[src/rtl/scsi_move_seq.sv]
module scsi_move_seq #(
  parameter int CNT_W = 24
) (
  input  logic             clk,
  input  logic             rst_n,
  input  logic             start,
  input  logic [31:0]      instr,
  input  logic             target_mode,
  input  logic             set_atn,
  input  logic             clr_ack,
  input  logic [2:0]       bus_phase_in,
  input  logic             req_in,
  input  logic             ack_in,
  input  logic [7:0]       bus_data_in,
  output logic [7:0]       bus_data_out,
  output logic             bus_data_oe,
  output logic             ack_out,
  output logic             atn_out,
  output logic             req_out,
  output logic [2:0]       phase_out,
  output logic             phase_oe,
  input  logic [7:0]       mem_rd_data,
  input  logic             mem_rd_valid,
  output logic             mem_rd_ready,
  output logic [7:0]       mem_wr_data,
  output logic             mem_wr_valid,
  output logic [CNT_W-1:0] count_o,
  output logic             busy,
  output logic             done_o,
  output logic             mismatch_o
);
  localparam logic [2:0] PH_MSG_OUT = 3'b110;
  localparam logic [2:0] PH_MSG_IN  = 3'b111;

  typedef enum logic [2:0] {S_IDLE, S_FETCH, S_IREQ, S_IACK, S_IREL, S_TREQ, S_TREL} st_t;

  st_t              st;
  logic [2:0]       ph, lat_ph;
  logic             tgt, req_d;
  logic [CNT_W-1:0] cnt;
  logic [7:0]       dout;

  wire [2:0]       new_ph  = instr[26:24];
  wire [CNT_W-1:0] new_cnt = instr[CNT_W-1:0];
  wire             unused_bits = &{1'b0, instr[31:27]};
  wire             send  = tgt ? ph[0] : ~ph[0];
  wire             last  = (cnt == CNT_W'(1));

  assign busy         = (st != S_IDLE);
  assign count_o      = cnt;
  assign phase_out    = ph;
  assign phase_oe     = tgt && busy;
  assign req_out      = (st == S_TREQ);
  assign mem_rd_ready = (st == S_FETCH);
  assign bus_data_out = dout;
  assign bus_data_oe  = send && (tgt ? (st == S_TREQ || st == S_TREL)
                                     : (st == S_IACK || st == S_IREL));

  always_ff @(posedge clk or negedge rst_n) begin
    if (!rst_n) begin
      st           <= S_IDLE;
      ph           <= '0;
      lat_ph       <= '0;
      tgt          <= 1'b0;
      req_d        <= 1'b0;
      cnt          <= '0;
      dout         <= '0;
      mem_wr_data  <= '0;
      mem_wr_valid <= 1'b0;
      ack_out      <= 1'b0;
      atn_out      <= 1'b0;
      done_o       <= 1'b0;
      mismatch_o   <= 1'b0;
    end else begin
      done_o       <= 1'b0;
      mismatch_o   <= 1'b0;
      mem_wr_valid <= 1'b0;
      req_d        <= req_in;
      if (req_in && !req_d) lat_ph <= bus_phase_in;
      if (set_atn) atn_out <= 1'b1;
      unique case (st)
        S_IDLE: begin
          if (clr_ack) ack_out <= 1'b0;
          if (start) begin
            ph  <= new_ph;
            tgt <= target_mode;
            cnt <= new_cnt;
            if (new_cnt == '0)                             done_o     <= 1'b1;
            else if (!target_mode && new_ph != lat_ph)     mismatch_o <= 1'b1;
            else if (target_mode)                          st <= new_ph[0] ? S_FETCH : S_TREQ;
            else                                           st <= S_IREQ;
          end
        end
        S_IREQ: begin
          if (req_in) begin
            if (bus_phase_in != ph) begin
              mismatch_o <= 1'b1;
              st         <= S_IDLE;
            end else if (send) begin
              st <= S_FETCH;
            end else begin
              mem_wr_data  <= bus_data_in;
              mem_wr_valid <= 1'b1;
              st           <= S_IACK;
            end
          end
        end
        S_FETCH: begin
          if (mem_rd_valid) begin
            dout <= mem_rd_data;
            st   <= tgt ? S_TREQ : S_IACK;
          end
        end
        S_IACK: begin
          ack_out <= 1'b1;
          if (last && ph == PH_MSG_OUT) atn_out <= 1'b0;
          st <= S_IREL;
        end
        S_IREL: begin
          if (!req_in) begin
            cnt <= cnt - 1'b1;
            if (!(last && ph == PH_MSG_IN)) ack_out <= 1'b0;
            if (last) begin
              done_o <= 1'b1;
              st     <= S_IDLE;
            end else begin
              st <= S_IREQ;
            end
          end
        end
        S_TREQ: begin
          if (ack_in) begin
            if (!send) begin
              mem_wr_data  <= bus_data_in;
              mem_wr_valid <= 1'b1;
            end
            st <= S_TREL;
          end
        end
        S_TREL: begin
          if (!ack_in) begin
            cnt <= cnt - 1'b1;
            if (last) begin
              done_o <= 1'b1;
              st     <= S_IDLE;
            end else begin
              st <= send ? S_FETCH : S_TREQ;
            end
          end
        end
        default: st <= S_IDLE;
      endcase
    end
  end

  assert_done_mis_excl_R3: assert property (@(posedge clk) disable iff (!rst_n)
    !(done_o && mismatch_o));
  assert_mis_stops_R8: assert property (@(posedge clk) disable iff (!rst_n)
    mismatch_o |-> !busy && !ack_out);
  assert_ack_after_req_R4: assert property (@(posedge clk) disable iff (!rst_n)
    $rose(ack_out) |-> $past(req_in));
  assert_ack_drop_after_release_R4: assert property (@(posedge clk) disable iff (!rst_n)
    ($fell(ack_out) && !$past(clr_ack)) |-> !$past(req_in));
  assert_atn_drop_final_R6: assert property (@(posedge clk) disable iff (!rst_n)
    $fell(atn_out) |-> (ack_out && phase_out == PH_MSG_OUT));
  assert_drive_dir_R5: assert property (@(posedge clk) disable iff (!rst_n)
    bus_data_oe |-> (phase_oe ? phase_out[0] : !phase_out[0]));
  assert_treq_phase_R9: assert property (@(posedge clk) disable iff (!rst_n)
    req_out |-> phase_oe);
  assert_count_step_R1: assert property (@(posedge clk) disable iff (!rst_n)
    ($past(busy) && count_o != $past(count_o)) |-> count_o == $past(count_o) - 1'b1);
endmodule

[config.mk]
export PLATFORM = sky130hd
export DESIGN_NAME = scsi_move_seq
export DESIGN_NICKNAME = d
export VERILOG_FILES = /design/src/rtl/scsi_move_seq.sv
export SDC_FILE = /design/constraint.sdc
export NUM_CORES = 1
export LEC_CHECK = 0
export ABC_AREA = 1
export ABC_CLOCK_PERIOD_IN_PS = 3360
export BUFFER_PORTS_ARGS = -buffer_cell sky130_fd_sc_hd__buf_2
export CAP_MARGIN = 10
export CORE_MARGIN = 2
export CORE_UTILIZATION = 32
export DETAILED_ROUTE_END_ITERATION = 6
export GPL_TIMING_DRIVEN = 1
export SETUP_SLACK_MARGIN = 0.15
export SYNTH_ARGS = -nofsm -noshare
export SYNTH_HDL_FRONTEND = slang
export SYNTH_SLANG_ARGS = --single-unit
export TNS_END_PERCENT = 50
[constraint.sdc]
create_clock -name clk -period 3.36 [get_ports clk]
set_clock_uncertainty 0.05 [all_clocks]
set_input_delay 0.168 -clock clk [delete_from_list [all_inputs] [get_ports clk]]
set_output_delay 0.168 -clock clk [all_outputs]
set_load 0.03 [all_outputs]
==> Yosys cells after proc, flatten, opt, wreduce, memory -nomap -nowiden <==
Index checks and enable logic that the tools add are counted.
{ "totals": {"register_bits": 56, "latch_bits": 0, "ram_bits": 0, "rom_bits": 0, "inputBits": 60, "out_inout_bits": 53, "elab_cells": 111, "memories": 0} }
{ "op_classes": {"n_addsub": 1, "mul": 0, "div_mod_pow": 0, "order_cmp": 0, "eq_ne": 22, "n_shift": 0, "mux": 52, "n_bitwise": 1, "reduce_logical": 22} }
{ "ops": {"columns": ["operator", "count"], "rows": [
  ["$mux 24", 3],
  ["$pmux 24 s3", 1],
  ["$mux 3", 13],
  ["$mux 8", 4],
  ["$eq 24x1->1 const B", 1],
  ["$logic_not 24->1", 1],
  ["$sub 24x1->24 const B", 1],
  ["$mux 1", 22],
  ["$ne 2x2->1 const B", 11],
  ["$pmux 3 s7", 1],
  ["$pmux 8 s2", 1],
  ["$eq 3x3->1 const B", 5],
  ["$reduce_and 4->1", 3],
  ["$reduce_bool 3->1", 3],
  ["$reduce_and 8->1", 1],
  ["$eq 3x2->1 const B", 2],
  ["$logic_and 1x1->1", 6],
  ["$mux 2", 3],
  ["$ne 3x3->1", 2],
  ["$pmux 1 s3", 2],
  ["$pmux 1 s2", 2],
  ["$reduce_and 2->1", 2],
  ["$eq 3x1->1 const B", 1],
  ["$logic_not 3->1", 1],
  ["other kinds (4)", 6]
]} }

==> Depth between registers and ports, before layout <==
{ "depth": {"ltp_word": 6, "ltp_mapped": 11, "mapped_depth_nobuf": 10} }

==> Least setup slack after synthesis <==
OpenSTA, ideal clock, no wires.
{ "synth_timing": {"kind": "register to register", "from": "register st[1]", "to": "register dout[0] (netlist: bus_data_out[0])", "setup_time_ns": 0.125, "arrival_ns": 1.656, "required_time_ns": 3.185, "slack_ns": 1.529, "path_stages_with_launch": 6, "path_buffers": 0, "period_less_slack_ns": 1.831, "path_cell_list": "dfrtp_1 > inv_1 > nand2_1 > nor2_1 > nand2_2 > mux2_2"} }
{ "synth_between": {"elab_chain_len": 2} }
{ "synth_lines": {"columns": ["item", "line", "text"], "rows": [
  ["start: declaration", "37", "st_t st;"],
  ["start signal: assignment", "90", "else if (target_mode) st <= new_ph[0] ? S_FETCH : S_TREQ;"],
  ["start signal: assignment", "111", "st <= tgt ? S_TREQ : S_IACK;"],
  ["start signal: assignment", "147", "st <= send ? S_FETCH : S_TREQ;"],
  ["$eq 3x1->1", null, null],
  ["via mem_rd_ready", "24", "output logic mem_rd_ready,"],
  ["$reduce_and 2->1 (no line)", null, null],
  ["end signal: assignment", "110", "dout <= mem_rd_data;"],
  ["end: declaration", "41", "logic [7:0] dout;"]
]} }
The timed path passes the listed nets, and every way through them passes these cells.
A chain may end at the register's enable or synchronous reset.

==> Worst setup path after layout <==
{ "layout_timing": {"from": "register st[2]", "to": "output port bus_data_oe"} }
{ "layout_between": {"elab_chain_len": 4, "elab_cells_between_ends": 8, "classes_between": "eq/ne (4); mux (1); reduce/logical (3)"} }
{ "layout_lines": {"columns": ["item", "line", "text"], "rows": [
  ["$eq 3x2->1, or another cell as far along", "57", ": (st == S_IACK || st == S_IREL));"],
  ["$logic_or 1x1->1 (on tied branches)", "57, 56", null],
  ["$mux 1 (*)", "56", "assign bus_data_oe = send && (tgt ? (st == S_TREQ || st == S_TREL)"],
  ["$logic_and 1x1->1 (*)", "56", null],
  ["end: declaration", "16", "output logic bus_data_oe,"]
]} }
Every way passes the cells marked *; elsewhere a longest branch is shown, timed or not.

==> results_dict.tcl <==
set metrics [dict create \
    wirelength_um 9904 \
    ant_nets 0 \
    routabilityCongestion 0.8566 \
    ys_ff_latch 56 \
    dr.pass1.iters 5 \
    holdWs_ps 28.45 \
    cts_hold_buf 10 \
    critPathCaptureType "output pin" \
    clock_path_buffers 2 \
    tns_ps 0 \
    hold_viol 0 \
    clkTransAtPathRegs_ps 120 \
    rsz0062_at_grt "no" \
    placedInstanceArea_um2 4135 \
    grt_overflow 0 \
    design_area_um2 4330 \
    fmax_ghz 0.4994 \
    cts_sinks 56 \
    cp.arrival_ps 1780 \
    clockPowerShare 0.093 \
    synthFlopType "dfrtp_1" \
    post-place-cells 748 \
    dieHeight_um 108.1 \
    ys_seq_area_frac 0.4039 \
    grt_start_max_net_pins 38 \
    yosys_warnings 0 \
    core-area_um2 10700 \
    peakVddDrop_uv 394.4 \
    drc 0 \
    die_w_um 108.1 \
    slew-limit-headroom 0.3914 \
    criticalPathCategory "reg -> out" \
    worst_slack_ps 1357 \
    avgSynthCellArea_um2 6.843 \
    max_slew.worst_pin.slew_ps 912.9 \
    power.switching_mw 2.414 \
    pwr-share-comb 0.603 \
    root_buffer "clkbuf_8" \
    p_seq_frac 0.304 \
    grt_pass1_wl_um 16290 \
    area_growth_syn_to_layout_pct 24.81 \
    cts_resized 0 \
    yosys.area.top_type "dfrtp_1" \
    wire_per_inst_um 12.93 \
    powerDensity_nw_per_um2 1008 \
    cts_setup_buffers 0 \
    vias 3627 \
    p_int_mw 1.952 \
    htree_levels 2 \
    outcome "finished, final reports clean" \
    setup_viol 0 \
    via_per_inst 4.735 \
    final_nets 687 \
    synth.top_cell.area_share 0.4039 \
    synth_cell_types 31 \
    row_count 38 \
    drtIter0Drc 158 \
    syn_nets 569 \
    fin_cells 766 \
    syn_area_um2 3470 \
    num_io_pins 113 \
    grt_pass1_vias 3499 \
    hold_class "in -> reg" \
    cts_buffers 5 \
    yosys.cell_count.top_type "nand2_1" \
    start_util 0.3243 \
    drv_cap 0 \
    dp_slack_ps 1402 \
    synth_edf_count 0 \
    leakagePower_nw 2.239 \
    slew_viol_final 0 \
    cts_tree "done" \
    drive_above_1_share 0.2284 \
    finalCritPeriodShare 0.5960 \
    dpl.hpwl_um 7595 \
    die_area_um2 11690 \
    synth_commonest_cells "176 x nand2_1, 100 x nor2_1, 56 x dfrtp_1" \
    io_buffers 107 \
    required_ps 3140 \
    diodes 0 \
    syn_inst 507 \
    startpoint_type "register" \
    cp_max_fo 10 \
    fin_crit_ps 2003 \
    antenna_found_initial 0 \
    grt_usage 0.1732 \
    synthArstFlopShare 1.000 \
    clk_latency_ps 320 \
    synthTopCellsByArea "dfrtp_1 40%, nand2_1 19%, nor2_1 11%" \
    switching_share 0.5530 \
]
==> state kept, by name, summed over array words and instances, names as in the netlist <==
register	cells
mismatch_o	1
atn_out	1
req_d	1
phase_out	3
lat_ph	3
mem_wr_valid	1
st	3
bus_data_out	8
mem_wr_data	8
count_o	24
ack_out	1
tgt	1
done_o	1
==> metal layers <==
layer | vias to the layer above | track usage | wire [um]
met4 | 0 | 0.03022 | 50
met2 | 118 | 0.2978 | 4659
li1 | 1838 | - | -
met3 | 4 | 0.04159 | 686
met1 | 1667 | 0.2240 | 4507
met5 | - | 0 | 0
==> final timing paths <==
check,from,end,slack [ps],depth (start not counted)
max,st[2],bus_data_oe,1360,4
min,instr[26],phase_out[2],30,3
max reg2reg,st[2],count_o[6],1390,7
min reg2reg,ack_out,ack_out,430,2
max in group asynchronous,rst_n,mem_wr_data[1],1990,3
min in group asynchronous,rst_n,count_o[9],460,2
==> final cells by class <==
cell class,instances,area [um^2]
Fill cell,1164,6367
Sequential cell,56,1401
Tap cell,140,175.2
Multi-Input combinational cell,400,1839
Clock inverter,3,26.28
Inverter,41,153.9
Timing Repair Buffer,121,665.6
Clock buffer,5,68.82
==> stage by stage <==
step                      power [mW]    util
after floorplan                3.276       -
after global placement         3.920  0.3866
after detailed placement       3.965  0.3866
after CTS                      4.390  0.4048
after global routing           4.764  0.4048
final                          4.366  0.4048
==> power groups by stage <==
stage / clock network [mW] / registers (mW) / logic [mW]
after floorplan: 0 / 1.78 / 1.49
after global placement: 0 / 1.32 / 2.60
after detailed placement: 0 / 1.34 / 2.63
after CTS: 0.422 / 1.33 / 2.64
after global routing: 0.445 / 1.38 / 2.94
final: 0.404 / 1.33 / 2.63
==> worst max-delay path, cell delays in order, from the launching register on <==
cell and delay, ps:
dfrtp_1 530, nor3_1 490, o21ai_0 140, nand2_1 110, buf_2 200
==> layout by cell type, fill, tap and decap left out, types with 4 or more instances in the layout <==
cell type      Yosys  layout
dfrtp_1           56      56
buf_4              5       4
inv_1             38      38
dlygate4sd3_1      0      10
nand2_1          176     176
or2_2              4       4
nand4_1            9       9
clkbuf_8           0       5
mux2_2             9       9
o21ai_0           19      19
buf_2              3     107
xor2_1             6       6
xnor2_1            7       7
nand3_1           41      41
a21oi_1            6       6
nor2_1           100     100
==> kinds of logic after synthesis <==
group / count (synthesis) / share of synthesized area
compound gates: 35 / 0.05626
xor+xnor: 13 / 0.03282
fa+ha+maj: 2 / 0.007211
buf+inv: 51 / 0.06599
flops: 56 / 0.4039
mux: 9 / 0.02921
simple gates: 341 / 0.4046
No activity file was read; power rests on OpenSTA's default activity.
